[config.mk]
export PLATFORM = sky130hd
export DESIGN_NAME = ivr_writer
export DESIGN_NICKNAME = d
export VERILOG_FILES = /design/src/rtl/ivr_pkg.sv /design/src/rtl/ivr_cfg_regs.sv /design/src/rtl/ivr_ptr_unit.sv /design/src/rtl/ivr_mem_seq.sv /design/src/rtl/ivr_writer.sv
export SDC_FILE = /design/constraint.sdc
export NUM_CORES = 1
export LEC_CHECK = 0
export ABC_AREA = 0
export CORE_MARGIN = 4
export CORE_UTILIZATION = 55
export DETAILED_ROUTE_END_ITERATION = 12
export PLACE_DENSITY = 0.84
export SETUP_SLACK_MARGIN = 0.5
export SLEW_MARGIN = 20
export SYNTH_ARGS = -nofsm -noshare
export SYNTH_HDL_FRONTEND = slang
export SYNTH_SLANG_ARGS = --single-unit
[constraint.sdc]
create_clock -name clk -period 8.69 [get_ports clk]
set_clock_uncertainty 0.15 [all_clocks]
set_input_delay 1.738 -clock clk [delete_from_list [all_inputs] [get_ports clk]]
set_output_delay 1.738 -clock clk [all_outputs]
set_load 0.05 [all_outputs]
[src/rtl/ivr_pkg.sv]
package ivr_pkg;

  localparam int ADDR_W  = 40;
  localparam int OVF_BIT = 31;

  typedef enum logic [2:0] {
    CFG_CTRL     = 3'd0,
    CFG_BASE     = 3'd1,
    CFG_WB_LO    = 3'd2,
    CFG_WB_HI    = 3'd3,
    CFG_RPTR     = 3'd4,
    CFG_WPTR     = 3'd5,
    CFG_DOORBELL = 3'd6
  } cfg_addr_e;

  typedef struct packed {
    logic [7:0]  src_id;
    logic [27:0] src_data;
    logic [7:0]  ring_id;
    logic [7:0]  vmid;
    logic [15:0] pasid;
  } ivr_event_t;

  // byte mask of the ring for a log2(dwords) field, clamped to 2..max_lg
  function automatic logic [31:0] ring_mask(input logic [4:0] lg, input int max_lg);
    int c;
    c = int'(lg);
    if (c < 2) c = 2;
    if (c > max_lg) c = max_lg;
    return (32'd1 << (c + 2)) - 32'd1;
  endfunction

  // one dword of the 16-byte record
  function automatic logic [31:0] vec_word(input ivr_event_t e, input logic [1:0] idx);
    case (idx)
      2'd0:    return {24'd0, e.src_id};
      2'd1:    return {4'd0, e.src_data};
      2'd2:    return {e.pasid, e.vmid, e.ring_id};
      default: return 32'd0;
    endcase
  endfunction

endpackage

[src/rtl/ivr_cfg_regs.sv]
module ivr_cfg_regs
  import ivr_pkg::*;
#(
  parameter int DBI_W = 10,
  parameter int PTR_W = 16
) (
  input  logic              clk,
  input  logic              rst_n,
  input  logic              cfg_we,
  input  logic [2:0]        cfg_addr,
  input  logic [31:0]       cfg_wdata,
  output logic              ring_en,
  output logic              int_en,
  output logic              wb_en,
  output logic              rearm,
  output logic [4:0]        size_lg,
  output logic [31:0]       base,
  output logic [ADDR_W-1:0] wb_addr,
  output logic              db_en,
  output logic [DBI_W-1:0]  db_idx,
  output logic              sw_rptr_we,
  output logic              sw_wptr_we,
  output logic              ovf_clr,
  output logic [PTR_W-1:0]  sw_ptr_val
);

  logic wr_ctrl;

  assign wr_ctrl    = cfg_we && (cfg_addr == CFG_CTRL);
  assign sw_rptr_we = cfg_we && (cfg_addr == CFG_RPTR);
  assign sw_wptr_we = cfg_we && (cfg_addr == CFG_WPTR);
  assign ovf_clr    = wr_ctrl && cfg_wdata[4];
  assign sw_ptr_val = cfg_wdata[PTR_W-1:0];

  always_ff @(posedge clk or negedge rst_n) begin
    if (!rst_n) begin
      ring_en <= 1'b0;
      int_en  <= 1'b0;
      wb_en   <= 1'b0;
      rearm   <= 1'b0;
      size_lg <= 5'd2;
      base    <= '0;
      wb_addr <= '0;
      db_en   <= 1'b0;
      db_idx  <= '0;
    end else if (cfg_we) begin
      case (cfg_addr)
        CFG_CTRL: begin
          ring_en <= cfg_wdata[0];
          int_en  <= cfg_wdata[1];
          wb_en   <= cfg_wdata[2];
          rearm   <= cfg_wdata[3];
          size_lg <= cfg_wdata[12:8];
        end
        CFG_BASE:  base <= cfg_wdata;
        CFG_WB_LO: wb_addr[31:0] <= cfg_wdata;
        CFG_WB_HI: wb_addr[ADDR_W-1:32] <= cfg_wdata[ADDR_W-33:0];
        CFG_DOORBELL: begin
          db_en  <= cfg_wdata[31];
          db_idx <= cfg_wdata[DBI_W-1:0];
        end
        default: ;
      endcase
    end
  end

endmodule

[src/rtl/ivr_ptr_unit.sv]
module ivr_ptr_unit #(
  parameter int PTR_W = 16,
  parameter int DBI_W = 10
) (
  input  logic             clk,
  input  logic             rst_n,
  input  logic [PTR_W-1:0] mask,
  input  logic             commit,
  input  logic             sw_rptr_we,
  input  logic             sw_wptr_we,
  input  logic [PTR_W-1:0] sw_ptr_val,
  input  logic             db_valid,
  input  logic [DBI_W-1:0] db_index,
  input  logic [PTR_W-1:0] db_data,
  input  logic             db_en,
  input  logic [DBI_W-1:0] db_idx,
  input  logic             ovf_clr,
  input  logic             irq_arm,
  input  logic             rearm,
  output logic [PTR_W-1:0] wptr_q,
  output logic [PTR_W-1:0] rptr_q,
  output logic             ovf_q,
  output logic             full_hit,
  output logic             irq_pulse
);

  localparam logic [PTR_W-1:0] ALIGN = ~PTR_W'(15);
  localparam logic [PTR_W-1:0] STEP  = PTR_W'(16);

  logic [PTR_W-1:0] nxt_w;
  logic [PTR_W-1:0] rptr_new;
  logic             db_hit;
  logic             reg_hit;
  logic             rptr_upd;

  assign nxt_w    = (wptr_q + STEP) & mask;
  assign full_hit = (nxt_w == rptr_q);
  assign db_hit   = db_en && db_valid && (db_index == db_idx);
  assign reg_hit  = sw_rptr_we && !db_en;
  assign rptr_upd = db_hit || reg_hit;
  assign rptr_new = (db_hit ? db_data : sw_ptr_val) & mask & ALIGN;

  always_ff @(posedge clk or negedge rst_n) begin
    if (!rst_n) begin
      wptr_q    <= '0;
      rptr_q    <= '0;
      ovf_q     <= 1'b0;
      irq_pulse <= 1'b0;
    end else begin
      if (sw_wptr_we)  wptr_q <= sw_ptr_val & mask & ALIGN;
      else if (commit) wptr_q <= nxt_w;

      if (rptr_upd) rptr_q <= rptr_new;

      if (commit && full_hit) ovf_q <= 1'b1;
      else if (ovf_clr)       ovf_q <= 1'b0;

      irq_pulse <= irq_arm && (commit || (rptr_upd && rearm && (rptr_new != wptr_q)));
    end
  end

endmodule

[src/rtl/ivr_mem_seq.sv]
module ivr_mem_seq
  import ivr_pkg::*;
#(
  parameter int PTR_W = 16
) (
  input  logic              clk,
  input  logic              rst_n,
  input  logic              ev_valid,
  input  ivr_event_t        ev_in,
  input  logic              accept_en,
  input  logic              wb_en,
  input  logic [31:0]       base,
  input  logic [PTR_W-1:0]  wptr,
  input  logic [31:0]       wptr_word,
  input  logic [ADDR_W-1:0] wb_addr,
  input  logic              mem_ack,
  output logic              ev_ready,
  output logic              mem_req,
  output logic [ADDR_W-1:0] mem_addr,
  output logic [31:0]       mem_wdata,
  output logic              commit
);

  typedef enum logic [1:0] {S_IDLE, S_VEC, S_WB} seq_state_e;

  seq_state_e state;
  logic [1:0] beat;
  ivr_event_t ev_q;

  assign ev_ready = (state == S_IDLE);
  assign commit   = (state == S_VEC) && mem_ack && (beat == 2'd3);

  always_comb begin
    mem_req   = 1'b0;
    mem_addr  = '0;
    mem_wdata = '0;
    case (state)
      S_VEC: begin
        mem_req   = 1'b1;
        mem_addr  = {base, 8'h00} + ADDR_W'(wptr) + ADDR_W'({beat, 2'b00});
        mem_wdata = vec_word(ev_q, beat);
      end
      S_WB: begin
        mem_req   = 1'b1;
        mem_addr  = wb_addr;
        mem_wdata = wptr_word;
      end
      default: ;
    endcase
  end

  always_ff @(posedge clk or negedge rst_n) begin
    if (!rst_n) begin
      state <= S_IDLE;
      beat  <= 2'd0;
      ev_q  <= '0;
    end else begin
      case (state)
        S_IDLE: if (ev_valid && accept_en) begin
          ev_q  <= ev_in;
          beat  <= 2'd0;
          state <= S_VEC;
        end
        S_VEC: if (mem_ack) begin
          if (beat == 2'd3) state <= wb_en ? S_WB : S_IDLE;
          beat <= beat + 2'd1;
        end
        S_WB: if (mem_ack) state <= S_IDLE;
        default: state <= S_IDLE;
      endcase
    end
  end

endmodule

[src/rtl/ivr_writer.sv]
module ivr_writer
  import ivr_pkg::*;
#(
  parameter int MAX_LG = 14,
  parameter int DBI_W  = 10,
  localparam int PTR_W = MAX_LG + 2
) (
  input  logic              clk,
  input  logic              rst_n,
  input  logic              cfg_we,
  input  logic [2:0]        cfg_addr,
  input  logic [31:0]       cfg_wdata,
  input  logic              db_valid,
  input  logic [DBI_W-1:0]  db_index,
  input  logic [PTR_W-1:0]  db_data,
  input  logic              ev_valid,
  output logic              ev_ready,
  input  logic [7:0]        ev_src_id,
  input  logic [27:0]       ev_src_data,
  input  logic [7:0]        ev_ring_id,
  input  logic [7:0]        ev_vmid,
  input  logic [15:0]       ev_pasid,
  output logic              mem_req,
  output logic [ADDR_W-1:0] mem_addr,
  output logic [31:0]       mem_wdata,
  input  logic              mem_ack,
  output logic              irq_level,
  output logic              irq_pulse,
  output logic [31:0]       wptr_word,
  output logic [PTR_W-1:0]  rptr_val
);

  logic              ring_en, int_en, wb_en, rearm, db_en;
  logic [4:0]        size_lg;
  logic [31:0]       base;
  logic [ADDR_W-1:0] wb_addr;
  logic [DBI_W-1:0]  db_idx;
  logic              sw_rptr_we, sw_wptr_we, ovf_clr;
  logic [PTR_W-1:0]  sw_ptr_val;
  logic [PTR_W-1:0]  mask;
  logic [31:0]       mask_full;
  logic [PTR_W-1:0]  wptr_q, rptr_q;
  logic              ovf_q, full_hit, commit;
  ivr_event_t        ev_in;

  assign mask_full = ring_mask(size_lg, MAX_LG);
  assign mask      = mask_full[PTR_W-1:0];
  assign ev_in     = '{src_id: ev_src_id, src_data: ev_src_data, ring_id: ev_ring_id,
                       vmid: ev_vmid, pasid: ev_pasid};
  assign wptr_word = {ovf_q, {(31-PTR_W){1'b0}}, wptr_q};
  assign rptr_val  = rptr_q;
  assign irq_level = ring_en && int_en && ((wptr_q != rptr_q) || ovf_q);

  ivr_cfg_regs #(.DBI_W(DBI_W), .PTR_W(PTR_W)) u_cfg (
    .clk(clk), .rst_n(rst_n), .cfg_we(cfg_we), .cfg_addr(cfg_addr), .cfg_wdata(cfg_wdata),
    .ring_en(ring_en), .int_en(int_en), .wb_en(wb_en), .rearm(rearm), .size_lg(size_lg),
    .base(base), .wb_addr(wb_addr), .db_en(db_en), .db_idx(db_idx),
    .sw_rptr_we(sw_rptr_we), .sw_wptr_we(sw_wptr_we), .ovf_clr(ovf_clr),
    .sw_ptr_val(sw_ptr_val)
  );

  ivr_ptr_unit #(.PTR_W(PTR_W), .DBI_W(DBI_W)) u_ptr (
    .clk(clk), .rst_n(rst_n), .mask(mask), .commit(commit),
    .sw_rptr_we(sw_rptr_we), .sw_wptr_we(sw_wptr_we), .sw_ptr_val(sw_ptr_val),
    .db_valid(db_valid), .db_index(db_index), .db_data(db_data),
    .db_en(db_en), .db_idx(db_idx), .ovf_clr(ovf_clr),
    .irq_arm(ring_en && int_en), .rearm(rearm),
    .wptr_q(wptr_q), .rptr_q(rptr_q), .ovf_q(ovf_q), .full_hit(full_hit),
    .irq_pulse(irq_pulse)
  );

  ivr_mem_seq #(.PTR_W(PTR_W)) u_seq (
    .clk(clk), .rst_n(rst_n), .ev_valid(ev_valid), .ev_in(ev_in),
    .accept_en(ring_en && int_en), .wb_en(wb_en), .base(base), .wptr(wptr_q),
    .wptr_word(wptr_word), .wb_addr(wb_addr), .mem_ack(mem_ack),
    .ev_ready(ev_ready), .mem_req(mem_req), .mem_addr(mem_addr),
    .mem_wdata(mem_wdata), .commit(commit)
  );

endmodule

Yosys cells after proc, flatten, opt, wreduce, memory -nomap -nowiden
Index checks and enable logic that the tools add are counted.
{"block": "word_totals", "in_bits": 135, "register_bits": 194, "output_inout_bits": 124}
{"block": "op_classes", "order_cmp": 2, "bitwise_logic": 3, "shifts": 1, "reduce_logical": 35, "addsub": 6, "n_eq_ne": 19, "muxes": 20}
{"cell": "32-bit case mux with 3 select lines", "n": 1}
{"cell": "40-bit case mux with 2 select lines", "n": 1}
{"cell": "32-bit case mux with 2 select lines", "n": 1}
{"cell": "16-bit bitwise AND", "n": 3}
{"cell": "16-bit 2-to-1 mux", "n": 3}
{"cell": "40-bit by 16-bit adder with 40-bit output", "n": 1}
{"cell": "40-bit by 4-bit adder with 40-bit output", "n": 1}
{"cell": "32-bit by 3-bit adder with 32-bit output, second input constant", "n": 1}
{"cell": "32-bit by 5-bit > comparator with 1-bit output, second input constant", "n": 1}
{"cell": "32-bit 2-to-1 mux", "n": 1}
{"cell": "16-bit inequality test", "n": 2}
{"cell": "1-bit by 32-bit << shifter with 16-bit output, first input constant", "n": 1}
{"cell": "16-bit by 5-bit adder with 16-bit output, second input constant", "n": 1}
{"cell": "16-bit equality test", "n": 1}
{"cell": "1-bit logical AND", "n": 16}
{"cell": "16-bit by 1-bit subtractor with 16-bit output, second input constant", "n": 1}
{"cell": "2-bit 2-to-1 mux", "n": 7}
{"cell": "2-bit AND reduction", "n": 6}
{"cell": "10-bit equality test", "n": 1}
{"cell": "3-bit equality test, second input constant", "n": 3}
{"cell": "2-bit equality test, second input constant", "n": 3}
{"cell": "3-bit by 2-bit equality test with 1-bit output, second input constant", "n": 2}
{"cell": "2-bit inequality test, second input constant", "n": 3}
{"cell": "2-bit case mux with 3 select lines", "n": 1}
{"cell": "16 further kinds", "n": 24}

Longest topological paths before layout
{"block": "logic_depth", "word_depth": 12, "mapped_depth": 18, "mapped_depth_nobuf": 15}

Cells and area by module
Synthesis repeated with hierarchy kept, for this count alone.
{"block": "hier_totals", "cells_unflattened": 1219, "area_unflattened_um2": 12127.9}
{"mod": "ivr_mem_seq", "cells_each": 570, "seq_area_each_um2": 1801.7, "n_inst": 1, "area_per_inst_um2": 5165.0}
{"mod": "ivr_cfg_regs", "cells_each": 219, "seq_area_each_um2": 2303.5, "n_inst": 1, "area_per_inst_um2": 3637.2}
{"mod": "ivr_ptr_unit", "cells_each": 327, "seq_area_each_um2": 750.7, "n_inst": 1, "area_per_inst_um2": 2592.5}
{"mod": "ivr_writer", "cells_each": 103, "seq_area_each_um2": 0.0, "n_inst": 1, "area_per_inst_um2": 733.2}

Worst setup path before layout
Ideal clock, no wire load.
{"block": "synth_timing", "path_kind": "flip-flop to output port", "start": "register u_ptr.wptr_q[3]", "end": "output port mem_addr[39]", "slack_ps": 3171, "stages_incl_launch_ff": 11, "arrival_time_ps": 3631, "required_time_ps": 6802, "cell_sequence": "dfrtp_1 > ha_1 > a21o_1 > a41o_1 > a21oi_1 > o21ai_0 > a32oi_1 > clkbuf_1 > nor4_1 > xnor2_1 > o21ai_0"}
{"block": "synth_via", "elab_chain_cells": 3}
{"item": "from (decl)", "line": "ivr_ptr_unit.sv:20", "rtl": "output logic [PTR_W-1:0] wptr_q,"}
{"item": "from (signal assigned)", "line": "ivr_ptr_unit.sv:50", "rtl": "if (sw_wptr_we) wptr_q <= sw_ptr_val & mask & ALIGN;"}
{"item": "from (signal assigned)", "line": "ivr_ptr_unit.sv:51", "rtl": "else if (commit) wptr_q <= nxt_w;"}
{"item": "40-bit by 16-bit adder with 40-bit output", "line": "ivr_mem_seq.sv:40", "rtl": "mem_addr = {base, 8'h00} + ADDR_W'(wptr) + ADDR_W'({beat, 2'b00});"}
{"item": "40-bit by 4-bit adder with 40-bit output", "line": "ivr_mem_seq.sv:40"}
{"item": "40-bit case mux with 2 select lines", "line": "ivr_mem_seq.sv:37", "rtl": "case (state)"}
{"item": "to (decl)", "line": "ivr_writer.sv:24", "rtl": "output logic [ADDR_W-1:0] mem_addr,"}
Every way passes these cells.

Final worst setup path
{"block": "layout_timing", "start": "register u_ptr.wptr_q[3]", "end": "output port mem_addr[37]"}
The elaborated chain is that of the path after synthesis.

==> metrics.cfg <==
[status]
status=finished, final reports clean

[clock_network]
htreeDepth=4
cts_setup_buffers=0
cts_tree=done
clockRootBuffer=clkbuf_16
cts-buffers-inserted=17
clk_pin_slew_ns=0.07
ctsHoldBuffers=0
clk_path_buf_depth=2
cts_sinks=194
worst_skew_pair.late_latency_ns=0.44
cts_resized=0

[timing]
rsz0062_at_grt=no
hold_ws_ns=0.357
min_period_ns=6.23
max_freq_mhz=160
final.setup.tns_ns=0
slew_headroom_pct=28.3
setup_violations=0
fin_crit_sh_pct=71.7
hold_viol_final=0
worst_pin_slew_ns=1.07
maxSlewViolCount=0

[drt]
route.met2.wl_um=15800
wirelength_um=34000
drc=0
drt-initial-drc-count=883
via_per_inst=6.08
num_vias=9486
first_pass_iters=5
met3_length_um=3360
m1WireLength_um=13500
drt.antenna.violating_nets=0
highest_layer=met4
wl_per_cell_um=21.8

[logic_synthesis]
yosysTopAreaCellShare_pct=43.5
synth_xor_area_share_pct=6.39
synth_top_family_by_area=multiplexers
ys_warn_count=0
synth-seq-cells=194
synthCells=1088
synth_edf_count=0
syn_area_sq_um=11100
yosysSeqAreaShare_pct=43.7
synth_area_leaders=dfrtp_1, mux2_2, o21ai_0
yosys.area_share.adder_pct=2.43
yosysUniqueCellTypes=69
async_flop_share_pct=100
synthMuxAreaShare_pct=17.4
netlist_top_cells_count=dfrtp_1, mux2_2, nand2_1, o21ai_0, clkbuf_1
synthSimpleGateAreaFrac_pct=12.6
synth_ff_type=dfrtp_1
synth.most_common_cell=dfrtp_1
synth-compound-area-share_pct=13.0
yosysTopAreaCell=dfrtp_1
avgSynthCellArea_sq_um=10.2

[die]
fp.dieArea_sq_um=22500
initial_core_util_pct=56.5
die_h_um=150
core_area_sq_um=19700
ios=259
fp.dieW_um=150
rows=51

[power_and_ir_drop]
leakage_nw=5.77
finalPower_mw=4.46
max-vdd-ir-drop_mv=0.182
cellPowerDensity_nw_per_um2=315

[cells_and_area]
area_delta_synth_final_pct=27.5
diodes=0
layout-drive-gt1-share_pct=17.5
nNetsFinal=1438
finish.instance_area_sq_um=14200

[hold_path]
hold_depth=1
min_path_type=flop to flop

[critical_path]
crit_arrival_ns=4.34
endpoint_kind=output port
critPathMaxFanout=8
worstSetupPathType=flop to output port
required_ns=6.80
worst-r2r-cell-count=15
startpoint_type=flop

[grt]
grt_pass1_vias=9180
grt_max_degree=114
overflow=0
grt_pass1_wl_um=52000
grt_usage_pct=30.0
antenna_found_initial=0

[place]
placed_cell_area_sq_um=13500
hpwl_um=24600
gp_congestion=0.940
portBuffers=235

[flow_run]
max-cap-violations=0

==> state kept, by name, summed over array words and instances (netlist names) <==
name and cells:
u_seq.beat 2, u_cfg.wb_addr 40, u_cfg.db_en 1, u_ptr.ovf_q 1
u_ptr.rptr_q 12, u_seq.ev_q 68, u_cfg.int_en 1, u_cfg.size_lg 5
u_cfg.base 32, u_ptr.irq_pulse 1, u_cfg.db_idx 10, u_ptr.wptr_q 16
u_cfg.wb_en 1, u_cfg.rearm 1, u_cfg.ring_en 1, u_seq.state 2
==> worst max-delay path, stage by stage (launching register included) <==
cell,delay (ns)
dfrtp_1,0.51
ha_1,0.35
a21o_1,0.23
a41o_1,0.29
a21oi_1,0.25
o21ai_0,0.15
a32oi_1,0.49
buf_2,0.33
nor3_1,0.10
xnor2_1,0.13
o21ai_0,0.22
clkdlybuf4s50_1,0.86
==> power by group <==
group          internal (mW)  switching [mW]  total, mW  leakage [nW]
clock network          0.442           0.373      0.815         0.291
registers               1.19           0.297       1.49          2.38
logic                  0.846            1.31       2.15          3.11
==> logic make-up (layout without fill, tap and decap cells) <==
logic type,after synthesis,after routing
compound gates,224,224
xor+xnor,81,81
fa+ha+maj,21,21
buf+inv,111,299
flops,194,194
mux,172,172
other cells,1,19
simple gates,284,284
==> final cells by class <==
cell class	count	area, sq um
Timing Repair Buffer	248	2450
Inverter	20	75.1
Clock buffer	18	439
Sequential cell	194	4860
Multi-Input combinational cell	801	5840
Clock inverter	13	169
Tap cell	265	332
Fill cell	1420	5490
==> cell usage in the layout, fill, tap and decap left out, types with 5 or more instances in the layout <==
master | synthesis | final
nand4_1 | 20 | 20
nand3_1 | 15 | 15
and3_1 | 15 | 15
ha_1 | 20 | 20
inv_1 | 20 | 20
clkdlybuf4s50_1 | 0 | 234
buf_4 | 20 | 11
nand2b_1 | 7 | 6
mux2i_1 | 10 | 10
o22ai_1 | 6 | 6
a211oi_1 | 5 | 5
nand2_1 | 108 | 107
nor4_1 | 10 | 10
or2_2 | 6 | 6
conb_1 | 1 | 19
a21oi_1 | 24 | 24
and2_1 | 6 | 5
dfrtp_1 | 193 | 193
a22o_1 | 6 | 6
xor2_1 | 32 | 32
xnor2_1 | 49 | 49
o21ai_0 | 99 | 99
mux2_2 | 161 | 161
inv_6 | 0 | 7
nor3_1 | 22 | 21
o31ai_1 | 11 | 11
a32oi_1 | 5 | 5
or3_1 | 6 | 6
nor2b_1 | 6 | 6
a22oi_1 | 22 | 22
a222oi_1 | 8 | 8
nor2_1 | 43 | 43
clkbuf_16 | 0 | 17
==> path summary, 6_finish.rpt <==
path	from	end	slack, ns
hold / removal	u_seq.ev_q[13]	u_seq.ev_q[13]	0.36
min in group asynchronous	rst_n	u_cfg.wb_addr[22]	1.28
max in group asynchronous	rst_n	u_seq.state[1]	5.82
hold reg to reg	u_seq.ev_q[13]	u_seq.ev_q[13]	0.36
setup / recovery	u_ptr.wptr_q[3]	mem_addr[37]	2.46
setup reg to reg	u_cfg.size_lg[3]	u_ptr.irq_pulse	3.30
==> stage by stage <==
step	setup slack (ns)	utilization, %	cells
5_1_grt	2.34	72.1	1559
4_1_cts	2.53	72.0	1559
2_1_floorplan	3.17	-	1106
3_5_place_dp	3.04	68.9	1528
3_3_place_gp	2.74	68.9	1527
6_report	2.46	72.1	1559
==> metal layers <==
layer / global-route usage, % / up-vias
met2: 47.8 / 493
li1: - / 4276
met1: 40.1 / 4630
met4: 10.2 / 0
met3: 7.92 / 87
met5: 0 / -
(Power assumes the default switching activity.)
